[src/rtl/lgg_pkg.sv]
package lgg_pkg;

  localparam int LAMPS = 4;

  typedef enum logic [2:0] {
    ST_L1  = 3'b000,
    ST_L2  = 3'b001,
    ST_L3  = 3'b011,
    ST_L4  = 3'b010,
    ST_OK  = 3'b100,
    ST_ERR = 3'b101
  } game_state_e;

  function automatic logic [LAMPS-1:0] lamp_of(game_state_e s);
    case (s)
      ST_L1:   return 4'b0001;
      ST_L2:   return 4'b0010;
      ST_L3:   return 4'b0100;
      ST_L4:   return 4'b1000;
      default: return 4'b0000;
    endcase
  endfunction

  function automatic logic is_lamp_state(game_state_e s);
    return (s == ST_L1) || (s == ST_L2) || (s == ST_L3) || (s == ST_L4);
  endfunction

  function automatic game_state_e rotate_state(game_state_e s);
    case (s)
      ST_L1:   return ST_L2;
      ST_L2:   return ST_L3;
      ST_L3:   return ST_L4;
      default: return ST_L1;
    endcase
  endfunction

  // Full transition rule: a press outranks a pacing step; results wait for release.
  function automatic game_state_e judge(game_state_e s, logic [LAMPS-1:0] btn,
                                        logic step);
    case (s)
      ST_L1, ST_L2, ST_L3, ST_L4: begin
        if (btn == '0)             return step ? rotate_state(s) : s;
        else if (btn == lamp_of(s)) return ST_OK;
        else                        return ST_ERR;
      end
      ST_OK, ST_ERR: return (btn != '0) ? s : ST_L1;
      default:       return ST_L1;
    endcase
  endfunction

endpackage

[src/rtl/lgg_pacer.sv]
module lgg_pacer #(
  parameter int          W         = 8,
  parameter logic [W-1:0] TAPS      = 8'b1011_1000,
  parameter logic [W-1:0] SEED      = 8'h01,
  parameter logic [W-1:0] PACE_MASK = 8'h03
) (
  input  logic clk,
  input  logic rst_n,
  output logic step_o
);

  logic [W-1:0] shreg_q;

  function automatic logic [W-1:0] lfsr_adv(logic [W-1:0] q);
    return {q[W-2:0], ^(q & TAPS)};
  endfunction

  always_ff @(posedge clk or negedge rst_n) begin
    if (!rst_n) shreg_q <= SEED;
    else        shreg_q <= lfsr_adv(shreg_q);
  end

  assign step_o = ((shreg_q & PACE_MASK) == PACE_MASK);


  lfsr_nonzero_chk: assert property (@(posedge clk) disable iff (!rst_n)
    shreg_q != '0);

endmodule

[src/rtl/lgg_fsm.sv]
module lgg_fsm
  import lgg_pkg::*;
(
  input  logic             clk,
  input  logic             rst_n,
  input  logic [LAMPS-1:0] btn_i,
  input  logic             step_i,
  output game_state_e      state_o
);

  game_state_e state_q;
  game_state_e state_d;
  logic        in_lamp;
  logic        btn_any;

  assign in_lamp = is_lamp_state(state_q);
  assign btn_any = |btn_i;
  assign state_d = judge(state_q, btn_i, step_i);

  always_ff @(posedge clk or negedge rst_n) begin
    if (!rst_n) state_q <= ST_L1;
    else        state_q <= state_d;
  end

  assign state_o = state_q;


  gray_step_chk: assert property (@(posedge clk) disable iff (!rst_n)
    (in_lamp && !btn_any && step_i) |=> ($countones(state_q ^ $past(state_q)) == 1));


  press_wins_chk: assert property (@(posedge clk) disable iff (!rst_n)
    (in_lamp && btn_any && step_i) |=> !is_lamp_state(state_q));

endmodule

[src/rtl/lgg_lamp_drv.sv]
module lgg_lamp_drv
  import lgg_pkg::*;
(
  input  game_state_e      state_i,
  output logic [LAMPS-1:0] lamp_o,
  output logic             err_o
);

  assign lamp_o = lamp_of(state_i);
  assign err_o  = (state_i == ST_ERR);

endmodule

[src/rtl/lamp_guess_game.sv]
module lamp_guess_game
  import lgg_pkg::*;
#(
  parameter int          LFSR_W    = 8,
  parameter logic [LFSR_W-1:0] LFSR_TAPS = 8'b1011_1000,
  parameter logic [LFSR_W-1:0] LFSR_SEED = 8'h01,
  parameter logic [LFSR_W-1:0] PACE_MASK = 8'h03
) (
  input  logic       clk,
  input  logic       rst_n,
  input  logic [3:0] btn_i,
  output logic [3:0] lamp_o,
  output logic       err_o
);

  logic        pace_step;
  game_state_e cur_state;
  logic        lamp_lit;
  logic        in_result;

  lgg_pacer #(
    .W(LFSR_W), .TAPS(LFSR_TAPS), .SEED(LFSR_SEED), .PACE_MASK(PACE_MASK)
  ) pacer_i (
    .clk(clk), .rst_n(rst_n), .step_o(pace_step)
  );

  lgg_fsm fsm_i (
    .clk(clk), .rst_n(rst_n), .btn_i(btn_i), .step_i(pace_step), .state_o(cur_state)
  );

  lgg_lamp_drv drv_i (
    .state_i(cur_state), .lamp_o(lamp_o), .err_o(err_o)
  );

  assign lamp_lit  = |lamp_o;
  assign in_result = !lamp_lit;


  indicator_onehot_chk: assert property (@(posedge clk) disable iff (!rst_n)
    $onehot0({lamp_o, err_o}));


  rotate_chk: assert property (@(posedge clk) disable iff (!rst_n)
    (lamp_lit && btn_i == 4'b0 && pace_step) |=> (lamp_o == {$past(lamp_o[2:0]), $past(lamp_o[3])}));


  idle_hold_chk: assert property (@(posedge clk) disable iff (!rst_n)
    (lamp_lit && btn_i == 4'b0 && !pace_step) |=> $stable(lamp_o));


  hit_chk: assert property (@(posedge clk) disable iff (!rst_n)
    (lamp_lit && btn_i == lamp_o) |=> (lamp_o == 4'b0 && !err_o));


  miss_chk: assert property (@(posedge clk) disable iff (!rst_n)
    (lamp_lit && btn_i != 4'b0 && btn_i != lamp_o) |=> (lamp_o == 4'b0 && err_o));


  result_hold_chk: assert property (@(posedge clk) disable iff (!rst_n)
    (in_result && btn_i != 4'b0) |=> ($stable(err_o) && lamp_o == 4'b0));


  release_chk: assert property (@(posedge clk) disable iff (!rst_n)
    (in_result && btn_i == 4'b0) |=> (lamp_o == 4'b0001 && !err_o));

endmodule

[config.mk]
export PLATFORM = sky130hd
export DESIGN_NAME = lamp_guess_game
export DESIGN_NICKNAME = d
export VERILOG_FILES = /design/src/rtl/lgg_pkg.sv /design/src/rtl/lgg_pacer.sv /design/src/rtl/lgg_fsm.sv /design/src/rtl/lgg_lamp_drv.sv /design/src/rtl/lamp_guess_game.sv
export SDC_FILE = /design/constraint.sdc
export NUM_CORES = 1
export LEC_CHECK = 0
export BUFFER_PORTS_ARGS = -buffer_cell sky130_fd_sc_hd__buf_2
export CAP_MARGIN = 20
export CELL_PAD_IN_SITES_DETAIL_PLACEMENT = 2
export CELL_PAD_IN_SITES_GLOBAL_PLACEMENT = 2
export CORE_MARGIN = 2
export CORE_UTILIZATION = 33
export DETAILED_ROUTE_END_ITERATION = 7
export PLACE_DENSITY_LB_ADDON = 0.1
export SYNTH_ARGS = -nofsm -noshare
export SYNTH_HDL_FRONTEND = slang
export SYNTH_SLANG_ARGS = --single-unit
[constraint.sdc]
create_clock -name clk -period 1.8 [get_ports clk]
set_clock_uncertainty 0.1 [all_clocks]
set_input_delay 0.36 -clock clk [delete_from_list [all_inputs] [get_ports clk]]
set_output_delay 0.36 -clock clk [all_outputs]
set_load 0.02 [all_outputs]
==> results.txt, run 1 <==
Status: finished, final reports clean
Seq pwr share: 54.0%
Share of cells above drive strength 1: 38.3%
Routed WL: 1200 um
Row count: 14
Post-synthesis adder-cell area fraction: 0%
Hold Path Cell Cnt: 0
Leak: 0.295 nW
Net load switching power: 140 uW
GRT Util Overall: 14.6%
Synth cell count leaders: dfrtp_1, nor2_1, buf_6, nor3b_1
Final clock period utilization by the worst path: 93.1%
Number of global-route vias before repair: 422
DP Wirelength: 901 um
EDFF count, synth: 0
# clock sinks: 11
Post-Syn Instances: 47
Post-placement cell area: 598 um2
Core area: 1540 um2
Clock network power share: 33.5%
Die Y: 45.0 um
Warnings, synthesis: 0
Fin nets: 67
Drt first pass iters: 4
CTS tree: built
Vias: 403
Critical Path End Type: primary output
Die area: 2020 um2
IO Count: 11
Relative slew slack: 80.9%
Area contributors post-synth: dfrtp_1, buf_6, dfstp_2, and4bb_1, nor3b_1
Max-slew violations: 0
RSZ-0062 raised after global routing: no
First-iteration detailed-routing DRC count: 1
Gr ovfl total: 0
# Post-CTS Setup Buffers: 0
Setup CP Type: flip-flop to primary output
Max FO, Critical Path: 13
Switch share: 27.8%
Fillers: 168
R2R depth: 5
Hold WC Path Type: flip-flop to flip-flop
Setup TNS: 0 ps
# diodes: 0
Synth Flop Type: dfrtp_1
Crit path launch: fsm_i.state_o[1]
Syn Std Cell Area: 554 um2
Seq cells post-synth: 11
Fmax: 596 MHz
Max IR drop VDD: 0.000434 V
Clock root cell: clkbuf_4
Post-Synth Simple-Gate Area: 26.2%
Port bufs: 10
Final ANT Viol Nets: 0
Post-synthesis sequential area ratio: 49.9%
Initial antenna violation count: 0
Worst-Margin Slew: 284 ps
GPL Wtd Cong: 0.662
Design Power: 504 uW
FFs w/ async S/R, synth: 100%
Synth-to-Final Area Change: 15.3%
Final Setup Violations: 0
Worst Min Path Start: pacer_i.shreg_q[2]
Final hold vios: 0
PwrDens: 788 nW/um2
DR WL/cell: 15.8 um
Post-synthesis mux area share: 1.81%
Crit-path cells: nand3b_1 > inv_1 > buf_2
Startpoint Class: flip-flop
Synth Area in XOR/XNOR: 6.32%
Max clock buf depth: 2
Via density: 5.30
RR Startpoint: fsm_i.state_o[1]
Hold_ws: 257 ps
First-pass GRT wire length: 2010 um
Combinational Power Share: 12.5%
Largest family of logic cells by synthesized area: simple AND/OR/NAND/NOR gates
Remaining DRCs: 0
Compound-Gate Fraction of Synth Area: 9.03%
Synth Net Count: 53
CP peak stage delay: 500 ps
H-tree levels: 1
Finished Cell Area: 639 um2
Area leader, netlist: dfrtp_1
Clock buffer count from CTS: 3
Final min period: 1680 ps
Yosys top cell area share: 45.1%
Largest net degree at the start of global routing: 15
Worst endpoint data arrival time: 1220 ps
Critical path required time: 1340 ps
Die X: 45.0 um
Critical-path top delay cell: dfrtp_2
Worst skew pair latency: 270 ps
Starting Density: 36.0%
Int Pwr: 364 uW
Count leader, synth: dfrtp_1
Maxcap violations: 0
Average cell area after synthesis: 11.8 um2
Synth cell types: 25
Clock slew at reported path FFs: 70 ps
## critical path, delay by kind of cell (launching register included)
family                 cells  cell delay [ps]
DFF                        1              500
buffers and inverters      2              230
and+or+nand+nor            1              210
## area by class of cell
cell class / instances / area [um2] / area share, %
clock buffer: 3 / 22.5 / 3.52
sequential: 11 / 280 / 43.8
inverter: 1 / 3.75 / 0.587
timing repair buffer: 12 / 67.6 / 10.6
multi-input combinational: 32 / 240 / 37.6
tap: 16 / 20.0 / 3.13
clock inverter: 1 / 5.00 / 0.783
## placed cells by master, fill, tap and decap left out, types with 2 or more instances in the layout
master,n
buf_2,10
and4bb_1,2
nor3b_1,3
dfrtp_1,7
xor2_1,2
nor2_1,4
xnor2_1,2
o2bb2ai_1,2
dfrtp_2,3
nand2_1,2
nor3_1,2
clkbuf_4,3
## stage by stage
step           utilization (%)  cells  worst slack (ps)
2_1_floorplan                -     47               262
3_3_place_gp              38.8     71               306
3_5_place_dp              38.8     71               233
4_1_cts                   41.2     76              11.7
5_1_grt                   41.5     76              49.2
6_report                  41.5     76               124
## final timing paths
path | end | slack, ps
max | err_o | 120
min | pacer_i.shreg_q[3] | 260
max reg2reg | fsm_i.state_o[0] | 320
min reg2reg | pacer_i.shreg_q[3] | 260
max in group asynchronous | pacer_i.shreg_q[0] | 960
min in group asynchronous | pacer_i.shreg_q[3] | 380
## cell families (layout without fill, tap and decap cells)
group	Yosys count	after routing
simple gates	20	20
buf+inv	4	17
mux	1	1
xor+xnor	4	4
flops	11	11
compound gates	7	7
## sequential cells by signal, summed over array words and instances, names as in the netlist
name,cells
fsm_i.state_o,3
pacer_i.shreg_q,8
## per-layer routing
metal | wire (um) | vias up | global-route usage [%]
met5 | 0 | - | 0
met4 | 0 | 0 | 1.76
met3 | 51 | 0 | 8.40
met2 | 601 | 6 | 21.7
met1 | 547 | 204 | 19.2
li1 | - | 193 | -
## repair_timing
action / CTS / global route
endpoints found under the hold margin: 10 / 0
endpoints found under the setup margin: 0 / 3
gates resized for setup: 0 / 3
hold buffers: 1 / 0
## power by group through the flow
stage	combinational [mW]	sequential [mW]	clock, mW
detailed placement	0.0620	0.276	0
global route	0.0686	0.275	0.193
finish	0.0630	0.272	0.169
CTS	0.0642	0.271	0.178
floorplan	0.0565	0.262	0
global placement	0.0582	0.273	0
No activity file was read; power rests on OpenSTA's default activity.
==> run 2, diff against run 1 <==
--- a/config.mk
+++ b/config.mk
@@ -7,12 +7,14 @@
 export LEC_CHECK = 0
 export BUFFER_PORTS_ARGS = -buffer_cell sky130_fd_sc_hd__buf_2
 export CAP_MARGIN = 20
-export CELL_PAD_IN_SITES_DETAIL_PLACEMENT = 2
-export CELL_PAD_IN_SITES_GLOBAL_PLACEMENT = 2
+export CELL_PAD_IN_SITES_DETAIL_PLACEMENT = 0
+export CELL_PAD_IN_SITES_GLOBAL_PLACEMENT = 1
 export CORE_MARGIN = 2
-export CORE_UTILIZATION = 33
+export CORE_UTILIZATION = 38
 export DETAILED_ROUTE_END_ITERATION = 7
+export HOLD_SLACK_MARGIN = 0.12
 export PLACE_DENSITY_LB_ADDON = 0.1
 export SYNTH_ARGS = -nofsm -noshare
 export SYNTH_HDL_FRONTEND = slang
+export SYNTH_HIERARCHICAL = 1
 export SYNTH_SLANG_ARGS = --single-unit
==> results.txt, run 2 <==
Status: finished, final reports clean
Starting Density: 40.0%
Final min period: 1700 ps
Max reg flops: 8
# Post-CTS Setup Buffers: 0
Hold Buf Count CTS: 1
Max IR drop VDD: 0.000319 V
FFs w/ async S/R, synth: 100%
Area contributors post-synth: dfrtp_1, nor3b_1, dfstp_2, and3b_2, xnor2_1
Fillers: 117
Storage cell area: 277 um2
Clock network power share: 33.4%
Fmax: 587 MHz
DP Wirelength: 626 um
Critical Path End Type: primary output
Setup slack at placement: 275 ps
Initial antenna violation count: 0
Setup TNS: 0 ps
Largest net degree at the start of global routing: 14
Max clock buf depth: 2
H-tree levels: 1
Fin nets: 66
Die area: 1650 um2
IO Count: 11
Leak: 0.273 nW
Number of global-route vias before repair: 327
Syn Std Cell Area: 508 um2
# diodes: 0
DR WL/cell: 12.0 um
Maxcap violations: 0
CP peak stage delay: 580 ps
Post-Syn Instances: 44
First-iteration detailed-routing DRC count: 6
Warnings, synthesis: 6
PwrDens: 781 nW/um2
Worst Slack Setup Final: 97.5 ps
Count leader, synth: dfrtp_1
Clock root cell: clkbuf_4
Routed WL: 890 um
Synth-to-Final Area Change: 20.7%
Vias: 398
First-pass GRT wire length: 1390 um
Final Setup Violations: 0
Post-synthesis sequential area ratio: 54.4%
Clock buffer count from CTS: 3
Seq cells post-synth: 11
EDFF count, synth: 0
CTS tree: built
Row count: 13
Port bufs: 10
Crit-path cells: and3b_2 > buf_2
Combinational Power Share: 10.8%
Max FO, Critical Path: 13
Drt first pass iters: 4
Via density: 5.38
Synth Flop Type: dfrtp_1
Yosys top cell area share: 49.3%
Most frequent cells in the layout: dfrtp_1, buf_2, nor3b_1
Worst-Margin Slew: 410 ps
Final core occ: 48.3%
Final ANT Viol Nets: 0
Synth Net Count: 50
Dpl cells: 69
Worst skew pair latency: 260 ps
Die Y: 40.6 um
R2R setup slack: 280 ps
Fin cells: 74
Post-CTS Resized: 0
Synth cell types: 22
Share of cells above drive strength 1: 32.2%
Switch share: 24.4%
Int Pwr: 362 uW
Final clock period utilization by the worst path: 94.6%
Final hold vios: 0
Remaining DRCs: 0
Critical path required time: 1340 ps
Die X: 40.6 um
Clock slew at reported path FFs: 60 ps
# clock sinks: 11
RSZ-0062 raised after global routing: no
Area leader, netlist: dfrtp_1
Max-slew violations: 0
Critical-path top delay cell: dfrtp_1
Net load switching power: 117 uW
GRT Util Overall: 13.3%
Relative slew slack: 72.5%
Most flop-heavy register: pacer_i/shreg_q
GPL Wtd Cong: 0.673
Seq pwr share: 55.9%
Worst endpoint data arrival time: 1240 ps
Setup CP Type: flip-flop to primary output
Core area: 1270 um2
Hold WC Path Type: flip-flop to flip-flop
Average cell area after synthesis: 11.5 um2
Startpoint Class: flip-flop
Multi-input gate area: 231 um2
Synth cell count leaders: dfrtp_1, nor3b_1, nand2_1, o21ai_0
Gr ovfl total: 0
-- run 2: cell count changes in the layout (fill, tap and decap cells not counted), moves of 2 or more --
cell	delta
dfrtp_2	-3
dfrtp_1	+3
o21ai_0	+3
and3b_2	+2
nor2_1	-3
nor3b_1	+2
o2bb2ai_1	-2
and4bb_1	-2
-- run 2: cells by family (layout without fill, tap and decap cells) --
| group | Yosys count | after routing | share of synthesized area [%] |
|---|---|---|---|
| AO/OA/AOI/OAI | 9 | 9 | 10.3 |
| multiplexers | 1 | 1 | 1.97 |
| AND/OR/NAND/NOR | 20 | 20 | 28.1 |
| XOR/XNOR | 3 | 3 | 5.17 |
| flip-flops | 11 | 11 | 54.4 |
| buffers and inverters | 0 | 15 | 0 |
-- run 2: path summary, 6_finish.rpt --
check,start,endpoint,cells after the start
worst max-delay path,fsm_i/state_o[2],lamp_o[2],2
worst min register to register,pacer_i/shreg_q[6],pacer_i/shreg_q[7],0
worst max register to register,fsm_i/state_o[1],fsm_i/state_o[0],3
worst min-delay path,pacer_i/shreg_q[6],pacer_i/shreg_q[7],0
min in group asynchronous,rst_n,pacer_i/shreg_q[3],2
max in group asynchronous,rst_n,pacer_i/shreg_q[0],2
-- run 2: per-stage QoR --
step	power [mW]	area, um2	hold WS (ps)
finish	0.479	613	257
global route	0.503	613	263
CTS	0.486	613	255
detailed placement	0.322	577	135
global placement	0.319	577	125
floorplan	0.296	508	-35.6
-- run 2: power groups by stage --
stage          registers [mW]  logic [mW]  clock network (mW)
6_report                0.267      0.0515               0.160
5_1_grt                 0.269      0.0561               0.178
4_1_cts                 0.267      0.0522               0.167
3_5_place_dp            0.271      0.0506                   0
3_3_place_gp            0.270      0.0484                   0
2_1_floorplan           0.267      0.0289                   0
-- run 2: layout make-up --
type | instances | area share [%]
clock buffer | 4 | 4.29
timing repair buffer | 11 | 9.80
tap | 15 | 3.06
multi-input combinational | 33 | 37.8
sequential | 11 | 45.1
-- run 2: per-layer routing --
layer | vias up | share of wire [%] | track usage, %
met2 | 9 | 51 | 21.8
met4 | 0 | 1.8 | 10.0
met5 | - | 0 | 0
met1 | 194 | 44 | 14.6
li1 | 193 | - | -
met3 | 2 | 2.7 | 3.33
-- run 2: critical path, delay by kind of cell, from the launching register on --
family	cells	cell delay, ps
DFF	1	580
and+or+nand+nor	1	250
buffers and inverters	1	150
